===== src/rtl/hwin_pkg.sv =====
package hwin_pkg;
  localparam int NUM_WIN = 3;
  localparam int WIN_SYNC = 0;
  localparam int WIN_ACT  = 1;
  localparam int WIN_GATE = 2;

  typedef enum logic [1:0] {
    ADDR_TOTAL = 2'd0,
    ADDR_SYNC  = 2'd1,
    ADDR_ACT   = 2'd2,
    ADDR_GATE  = 2'd3
  } hwin_addr_e;
endpackage


===== src/rtl/hwin_regs.sv =====
module hwin_regs
  import hwin_pkg::*;
#(
  parameter int CNT_W    = 11,
  parameter int DATA_W   = 32,
  parameter int STOP_LSB = 16
) (
  input  logic                            clk,
  input  logic                            rst_n,
  input  logic                            wr_en,
  input  logic [1:0]                      addr,
  input  logic [DATA_W-1:0]               wr_data,
  output logic [DATA_W-1:0]               rd_data,
  input  logic                            reload,
  output logic [CNT_W-1:0]                total_sh,
  output logic [NUM_WIN-1:0][CNT_W-1:0]   start_live,
  output logic [NUM_WIN-1:0][CNT_W-1:0]   stop_live
);
  logic [NUM_WIN-1:0][CNT_W-1:0] start_sh;
  logic [NUM_WIN-1:0][CNT_W-1:0] stop_sh;

  always_ff @(posedge clk or negedge rst_n) begin
    if (!rst_n) total_sh <= '0;
    else if (wr_en && addr == ADDR_TOTAL) total_sh <= wr_data[CNT_W-1:0];
  end

  for (genvar w = 0; w < NUM_WIN; w++) begin : g_win_reg
    localparam logic [1:0] MY_ADDR = 2'(w + 1);

    always_ff @(posedge clk or negedge rst_n) begin
      if (!rst_n) begin
        start_sh[w] <= '0;
        stop_sh[w]  <= '0;
      end else if (wr_en && addr == MY_ADDR) begin
        start_sh[w] <= wr_data[CNT_W-1:0];
        stop_sh[w]  <= wr_data[STOP_LSB +: CNT_W];
      end
    end

    always_ff @(posedge clk or negedge rst_n) begin
      if (!rst_n) begin
        start_live[w] <= '0;
        stop_live[w]  <= '0;
      end else if (reload) begin
        start_live[w] <= start_sh[w];
        stop_live[w]  <= stop_sh[w];
      end
    end
  end

  always_comb begin
    rd_data = '0;
    case (addr)
      ADDR_TOTAL: rd_data[CNT_W-1:0] = total_sh;
      default: begin
        rd_data[CNT_W-1:0]           = start_sh[addr - 2'd1];
        rd_data[STOP_LSB +: CNT_W]   = stop_sh[addr - 2'd1];
      end
    endcase
  end

  // compare values move only on a reload cycle
  a_r8_live_hold : assert property (@(posedge clk) disable iff (!rst_n)
    !reload |=> ($stable(start_live) && $stable(stop_live)));

  // the read data never carries a reserved bit
  a_r7_rsvd_zero : assert property (@(posedge clk) disable iff (!rst_n)
    (rd_data[STOP_LSB-1:CNT_W] == '0) && (rd_data[DATA_W-1:STOP_LSB+CNT_W] == '0));
endmodule


===== src/rtl/hwin_counter.sv =====
module hwin_counter #(
  parameter int CNT_W = 11
) (
  input  logic             clk,
  input  logic             rst_n,
  input  logic [CNT_W-1:0] total,
  output logic [CNT_W-1:0] cnt_q,
  output logic             reload
);
  assign reload = (cnt_q == '0);

  always_ff @(posedge clk or negedge rst_n) begin
    if (!rst_n) cnt_q <= '0;
    else if (reload) cnt_q <= total;
    else cnt_q <= cnt_q - 1'b1;
  end

  // step down by one away from zero
  a_r2_step_down : assert property (@(posedge clk) disable iff (!rst_n)
    (cnt_q != '0) |=> (cnt_q == $past(cnt_q) - 1'b1));

  // zero reloads the programmed total
  a_r2_reload_total : assert property (@(posedge clk) disable iff (!rst_n)
    (cnt_q == '0) |=> (cnt_q == $past(total)));
endmodule


===== src/rtl/hwin_window.sv =====
module hwin_window #(
  parameter int CNT_W = 11
) (
  input  logic             clk,
  input  logic             rst_n,
  input  logic [CNT_W-1:0] cnt,
  input  logic [CNT_W-1:0] start_val,
  input  logic [CNT_W-1:0] stop_val,
  output logic             win_q
);
  logic hit_start;
  logic hit_stop;

  assign hit_start = (cnt == start_val);
  assign hit_stop  = (cnt == stop_val);

  always_ff @(posedge clk or negedge rst_n) begin
    if (!rst_n) win_q <= 1'b0;
    else if (hit_stop) win_q <= 1'b0;
    else if (hit_start) win_q <= 1'b1;
  end

  // start compare opens the window a cycle later
  a_r4_open : assert property (@(posedge clk) disable iff (!rst_n)
    (hit_start && !hit_stop) |=> win_q);

  // stop compare closes it, and wins a tie
  a_r4_close : assert property (@(posedge clk) disable iff (!rst_n)
    hit_stop |=> !win_q);

  // without a compare the window holds, including across reload
  a_r9_hold : assert property (@(posedge clk) disable iff (!rst_n)
    (!hit_start && !hit_stop) |=> $stable(win_q));
endmodule


===== src/rtl/hwin_timing_gen.sv =====
module hwin_timing_gen
  import hwin_pkg::*;
#(
  parameter int CNT_W    = 11,
  parameter int DATA_W   = 32,
  parameter int STOP_LSB = 16
) (
  input  logic              clk,
  input  logic              rst_n,
  input  logic              reg_we,
  input  logic [1:0]        reg_addr,
  input  logic [DATA_W-1:0] reg_wdata,
  output logic [DATA_W-1:0] reg_rdata,
  input  logic              v_active,
  output logic [CNT_W-1:0]  h_count,
  output logic              hsync_n,
  output logic              h_active,
  output logic              hclk_gate,
  output logic              vid_active
);
  logic                          reload;
  logic [CNT_W-1:0]              total_sh;
  logic [NUM_WIN-1:0][CNT_W-1:0] start_live;
  logic [NUM_WIN-1:0][CNT_W-1:0] stop_live;
  logic [NUM_WIN-1:0]            win;

  hwin_regs #(.CNT_W(CNT_W), .DATA_W(DATA_W), .STOP_LSB(STOP_LSB)) u_regs (
    .clk        (clk),
    .rst_n      (rst_n),
    .wr_en      (reg_we),
    .addr       (reg_addr),
    .wr_data    (reg_wdata),
    .rd_data    (reg_rdata),
    .reload     (reload),
    .total_sh   (total_sh),
    .start_live (start_live),
    .stop_live  (stop_live)
  );

  hwin_counter #(.CNT_W(CNT_W)) u_cnt (
    .clk    (clk),
    .rst_n  (rst_n),
    .total  (total_sh),
    .cnt_q  (h_count),
    .reload (reload)
  );

  for (genvar w = 0; w < NUM_WIN; w++) begin : g_win
    hwin_window #(.CNT_W(CNT_W)) u_win (
      .clk       (clk),
      .rst_n     (rst_n),
      .cnt       (h_count),
      .start_val (start_live[w]),
      .stop_val  (stop_live[w]),
      .win_q     (win[w])
    );
  end

  assign hsync_n    = ~win[WIN_SYNC];
  assign h_active   = win[WIN_ACT];
  assign hclk_gate  = win[WIN_GATE];
  assign vid_active = v_active | win[WIN_ACT];

  // outputs idle right after reset release
  a_r1_idle_after_reset : assert property (@(posedge clk)
    $rose(rst_n) |-> (hsync_n && !h_active && !hclk_gate));
endmodule


===== config.mk =====
export PLATFORM = sky130hd
export DESIGN_NAME = hwin_timing_gen
export DESIGN_NICKNAME = d
export VERILOG_FILES = /design/src/rtl/hwin_pkg.sv /design/src/rtl/hwin_regs.sv /design/src/rtl/hwin_counter.sv /design/src/rtl/hwin_window.sv /design/src/rtl/hwin_timing_gen.sv
export SDC_FILE = /design/constraint.sdc
export NUM_CORES = 1
export LEC_CHECK = 0
export BUFFER_PORTS_ARGS = -buffer_cell sky130_fd_sc_hd__buf_2
export CAP_MARGIN = 20
export CORE_MARGIN = 2
export CORE_UTILIZATION = 59
export CTS_CLUSTER_SIZE = 40
export DETAILED_ROUTE_END_ITERATION = 16
export PLACE_DENSITY = 0.8
export SLEW_MARGIN = 30
export SYNTH_ARGS = -nofsm -noshare
export SYNTH_HDL_FRONTEND = slang
export SYNTH_SLANG_ARGS = --single-unit

===== constraint.sdc =====
create_clock -name clk -period 2.3 [get_ports clk]
set_input_delay 0 -clock clk [delete_from_list [all_inputs] [get_ports clk]]
set_output_delay 0 -clock clk [all_outputs]
set_load 0.1 [all_outputs]

==> flow_summary.toml, run 1 <==
[outcome]
status = "complete, no violations"

[global_routing]
grt_pass1_wl_um = 28690
grt_usage = 0.2679
antenna_found_initial = 0
grt_pass1_vias = 5215
grt.overflow.total = 0
grt_max_degree = 78

[worst_setup_path]
cp_max_fo = 33
crit_start = "u_cnt.cnt_q[1]"
r2r_end = "u_regs.stop_live[4]"
critPathMaxStageDelay_ns = 0.53
worstPathCellList = "inv_1 -> ha_1 -> nand4b_4 -> buf_4 -> mux2_4"
crit_path_end_kind = "flip-flop"
cp_slowest_cell = "dfrtp_2"
cp.required_ns = 2.61
ff2ff_setup_slack_ns = 0.34
reg2reg_depth = 5
critPathKind = "flip-flop to flip-flop"
cp-start-kind = "flip-flop"
arrival_ns = 2.26
r2r_start = "u_cnt.cnt_q[1]"

[timing]
fmax_mhz = 510.7
clock_skew_ns = 0.008953
finalCritPeriodShare = 0.8513
setup_violations = 0
slew_viol_final = 0
worst_pin_slew_ns = 0.7406
min_period_ns = 1.958
finalHoldViolCount = 0
rsz0062_at_grt = "no"
holdWs_ns = 0.1810
maxSlewHeadroom = 0.5051
timing.setup.tns_ns = 0

[logic_synthesis]
ys_seq_area_frac = 0.5051
synth_cell_types = 29
postSynthAreaPerCell_sq_um = 12.96
yosys.area.top_type_share = 0.5051
synthTopCellsByArea = "dfrtp_1, mux2_4, mux2_2, xor2_1, mux2i_1"
syn_inst = 600
synth-seq-cells = 157
yosysWarnings = 0
syn_area_sq_um = 7779
yosysTopAreaCell = "dfrtp_1"

[pwr]
p_seq_frac = 0.367
p_sw_frac = 0.4132
power.switching_mw = 4.745
comb_power_share = 0.410
internal_power_mw = 6.738
leakage_nw = 4.674
vdd_ir_drop_max_v = 0.0007343
p_clk_frac = 0.223
total_power_mw = 11.48
p_per_area_nw_per_um2 = 1218

[final_layout]
antenna_cells = 0
multiInputGateArea_sq_um = 3633
nets = 732
fillers = 827
area.growth.synth_to_final_pct = 21.17
fin_util = 0.7409
layout_commonest_cell = "dfrtp_1"
seq_area_sq_um = 3935
final_cell_mix = "dfrtp_1, mux2_2, xor2_1"
layout-drive-gt1-share = 0.4114

[route]
drt_iter0_drc = 412
vias = 4939
routedWlPerCell_um = 20.30
drc_errors = 0
wl_um = 17700
firstDrtPassIters = 5
via_per_inst = 5.664
ant_nets = 0

[clocking]
cts_sinks = 157
clkTransAtPathRegs_ns = 0.06
numCtsBuffers = 17
ctsResizeCount = 0
clk_path_buf_depth = 2
cts_tree = "yes"
clockRootBuffer = "clkbuf_16"
clk_latency_ns = 0.43
cts.htree.levels = 4

[die]
rows = 41
ioPinCount = 85
dieArea_sq_um = 14120
die_x_um = 118.8
die_y_um = 118.8
start_util = 0.6114
core_area_sq_um = 12720

[place]
dpl.hpwl_um = 11570
io_buffers = 64
place_congestion = 0.9052

[hold_path]
hold_path_class = "input pin to asynchronous set/reset pin"

[job]
cap_violations = 0
layout make-up:
type / count / share of cell area
sequential: 157 / 0.4175
inverter: 5 / 0.001991
clock buffer: 25 / 0.05363
tap: 172 / 0.02283
clock inverter: 6 / 0.003717
timing repair buffer: 108 / 0.1148
multi-input combinational: 399 / 0.3855
worst max-delay path by stage:
stage                                end  slack (ns)  cells after the start
finish               u_regs.stop_live[4]        0.34                      5
CTS                  u_regs.stop_live[4]        0.37                      5
global placement    u_regs.stop_live[26]        0.43                      5
global route        u_regs.stop_live[15]        0.26                      5
detailed placement   u_regs.stop_live[3]        0.38                      5
floorplan           u_regs.start_live[0]        0.03                      5
synth_stat cells (all sizes together):
cell type / number
a31oi: 9
nor3: 6
buf: 32
o31ai: 1
xnor2: 1
clkbuf: 16
mux2i: 22
dfrtp: 157
or2: 1
nand2: 19
conb: 1
nand3b: 1
nand4b: 2
inv: 5
o21ai: 12
mux2: 143
nor4: 14
nor2: 47
nand3: 2
xor2: 72
nor2b: 1
a21oi: 30
ha: 6
through the flow:
step	worst slack (ns)	instances	cell area [sq um]
finish	0.3419	872	9425
global placement	0.4279	818	8655
detailed placement	0.3788	818	8655
floorplan	0.03487	609	7888
global route	0.2600	872	9425
CTS	0.3653	872	9425
flip-flops by register name, summed over array words and instances (netlist names):
register           cells
u_regs.total_sh       11
g_win.u_win.win_q      3
u_regs.start_live     33
u_regs.stop_sh        33
u_regs.start_sh       33
u_regs.stop_live      33
u_cnt.cnt_q           11
worst max-delay path: cells and delay by family (launching register included):
family	cells	cell delay (ns)
muxes	1	0.35
DFF	1	0.53
adders and majority gates	1	0.22
and+or+nand+nor	1	0.10
buffers and inverters	2	0.61
metal layers:
layer / vias to the layer above / track usage / part of all wire
met2: 151 / 0.4213 / 0.49
met5: - / 0 / 0
met3: 32 / 0.05651 / 0.045
met1: 2518 / 0.3687 / 0.45
met4: 0 / 0.09970 / 0.021
li1: 2238 / - / -
what timing repair did:
item	CTS	global route
hold buffers	23	0
hold endpoints to repair	152	0
setup buffers	0	0
power by group through the flow:
stage                     sequential, mW  clock (mW)  combinational [mW]
after floorplan                     4.70           0                2.88
after global placement              4.20           0                4.54
after detailed placement            4.24           0                4.63
after CTS                           4.20        2.60                4.71
after global routing                4.29        2.72                4.95
final                               4.21        2.57                4.70
logic make-up after synthesis:
| logic type | after synthesis | share of synthesized area |
|---|---|---|
| buffers and inverters | 53 | 0.04134 |
| XOR/XNOR | 73 | 0.08219 |
| flip-flops | 157 | 0.5051 |
| multiplexers | 165 | 0.2672 |
| other | 1 | 0.0004821 |
| AO/OA/AOI/OAI | 52 | 0.03523 |
| adder cells (fa/ha/maj) | 6 | 0.009651 |
| AND/OR/NAND/NOR | 93 | 0.05887 |
Power figures use the tool's default switching activity.
==> inputs of run 2 (changes only) <==
==> constraint.sdc (replaced) <==
create_clock -name clk -period 2.3 [get_ports clk]
set_input_delay 0.46 -clock clk [delete_from_list [all_inputs] [get_ports clk]]
set_output_delay 0.46 -clock clk [all_outputs]
set_load 0.1 [all_outputs]
==> run 2 against run 1 <==
  * Sequential share of layout area is 1.5 points lower
  * Die area stayed put
  * Register-to-register slack better by 0.02 ns
  * Highest routed layer unchanged
  * The flow now finishes with violations (setup timing)
  * Hold slack better by 0.11 ns
  * Clock-buffer cell count is 7 lower
  * Worst setup slack worse by 0.44 ns
  * Fmax is 18% lower
  * Non-clock buffer count is 6 lower
  * Via count is 2.1% higher
  * Clock skew is 0.0014 ns higher
  * Critical endpoint is now reg_rdata[8]
  * Final area is 3.8% higher
==> flow_summary.toml, run 2 (synthesized netlist as in run 1, its figures left out) <==
[timing]
slew_viol_final = 0
finalHoldViolCount = 0
fmax_mhz = 416.3
clock_skew_ns = 0.01036
worst_pin_slew_ns = 0.6661
holdWs_ns = 0.2863
min_period_ns = 2.402
finalCritPeriodShare = 1.044
maxSlewHeadroom = 0.5518
setup_slack_ns = -0.1021
timing.setup.tns_ns = -0.6634
setup_violations = 20
rsz0062_at_grt = "yes"

[route]
routedWlPerCell_um = 22.31
ant_nets = 0
wl_um = 19320
drt_iter0_drc = 414
drc_errors = 0
firstDrtPassIters = 5
via_per_inst = 5.824
vias = 5044

[worst_setup_path]
cp_max_fo = 7
cp.required_ns = 1.84
crit_path_end_kind = "output pin"
cp-start-kind = "input pin"
ff2ff_setup_slack_ns = 0.36
r2r_start = "u_cnt.cnt_q[1]"
arrival_ns = 1.94
critPathKind = "input pin to output pin"
r2r_end = "u_regs.stop_live[27]"
reg2reg_depth = 5

[final_layout]
fin_util = 0.7693
antenna_cells = 0
stdcell_count = 866
final_cell_mix = "dfrtp_1, mux2_2, xor2_1"
area.growth.synth_to_final_pct = 25.82
nets = 726
layout_commonest_cell = "dfrtp_1"
layout-drive-gt1-share = 0.4827
final_area_sq_um = 9787

[place]
place_congestion = 0.9199
dp_slack_ns = -0.1445
place_area_sq_um = 8951
io_buffers = 64
dpl.hpwl_um = 12230
place_inst = 829

[job]
cap_violations = 0

[global_routing]
antenna_found_initial = 0
grt_pass1_wl_um = 31390
grt_usage = 0.2943
grt.overflow.total = 0
grt_max_degree = 56
grt_pass1_vias = 5585

[pwr]
total_power_mw = 12.26
leakage_nw = 4.776
p_per_area_nw_per_um2 = 1252
vdd_ir_drop_max_v = 0.0006823

[outcome]
status = "finished with violations"
violations = "setup timing"

[die]
start_util = 0.6114
die_x_um = 118.8
die_y_um = 118.8
ioPinCount = 85
dieArea_sq_um = 14120
core_area_sq_um = 12720
rows = 41

[clocking]
cts_sinks = 157
cts.htree.levels = 4
cts_tree = "yes"
numCtsBuffers = 17
clockRootBuffer = "clkbuf_16"
clk_path_buf_depth = 2
clk_latency_ns = 0.43
clkTransAtPathRegs_ns = 0.06

[hold_path]
min_path_cells = 2
hold_path_startpoint = "reg_wdata[22]"
min_to = "u_regs.stop_sh[28]"
hold_path_class = "input pin to flip-flop"
==> run 2: area by class of cell <==
cell class                 count  area [sq um]
sequential                   157          3935
multi-input combinational    399          3896
fill                         758          2935
timing repair buffer         102          1082
clock buffer                  18         439.2
tap                          172         215.2
clock inverter                13         196.4
inverter                       5         22.52
==> run 2: repair_timing <==
item,in CTS,in global routing
cloned,1,0
endpoints found under the setup margin,22,22
pin swaps,13,10
hold endpoints to repair,25,0
hold buffers,1,0
setup buffers,1,3
resized for setup,26,9
==> run 2: worst max-delay path, cell delays in order <==
cell,delay (ns)
buf_8,0.08
clkinvlp_4,0.10
ha_4,0.37
buf_12,0.17
mux2i_2,0.22
nor2_1,0.08
a21oi_2,0.17
o21ai_4,0.09
buf_12,0.18
==> run 2: how the worst max path moves through the flow <==
stage,start,end,depth (start not counted)
floorplan,reg_addr[0],reg_rdata[3],9
CTS,reg_addr[0],reg_rdata[10],9
global route,reg_addr[0],reg_rdata[8],9
global placement,reg_addr[0],reg_rdata[23],9
finish,reg_addr[0],reg_rdata[8],9
detailed placement,reg_addr[0],reg_rdata[10],9
==> run 2: layer usage <==
| layer | GRT usage | part of all wire |
|---|---|---|
| met3 | 0.06322 | 0.050 |
| met4 | 0.1332 | 0.028 |
| met5 | 0 | 0 |
| met2 | 0.4670 | 0.49 |
| met1 | 0.3906 | 0.43 |
==> run 2: report_power, final <==
group          internal [mW]  total, mW  switching, mW
registers               3.46       4.21          0.751
logic                   1.87       5.01           3.14
clock network           1.94       3.04           1.10
total                   7.27       12.3           4.99
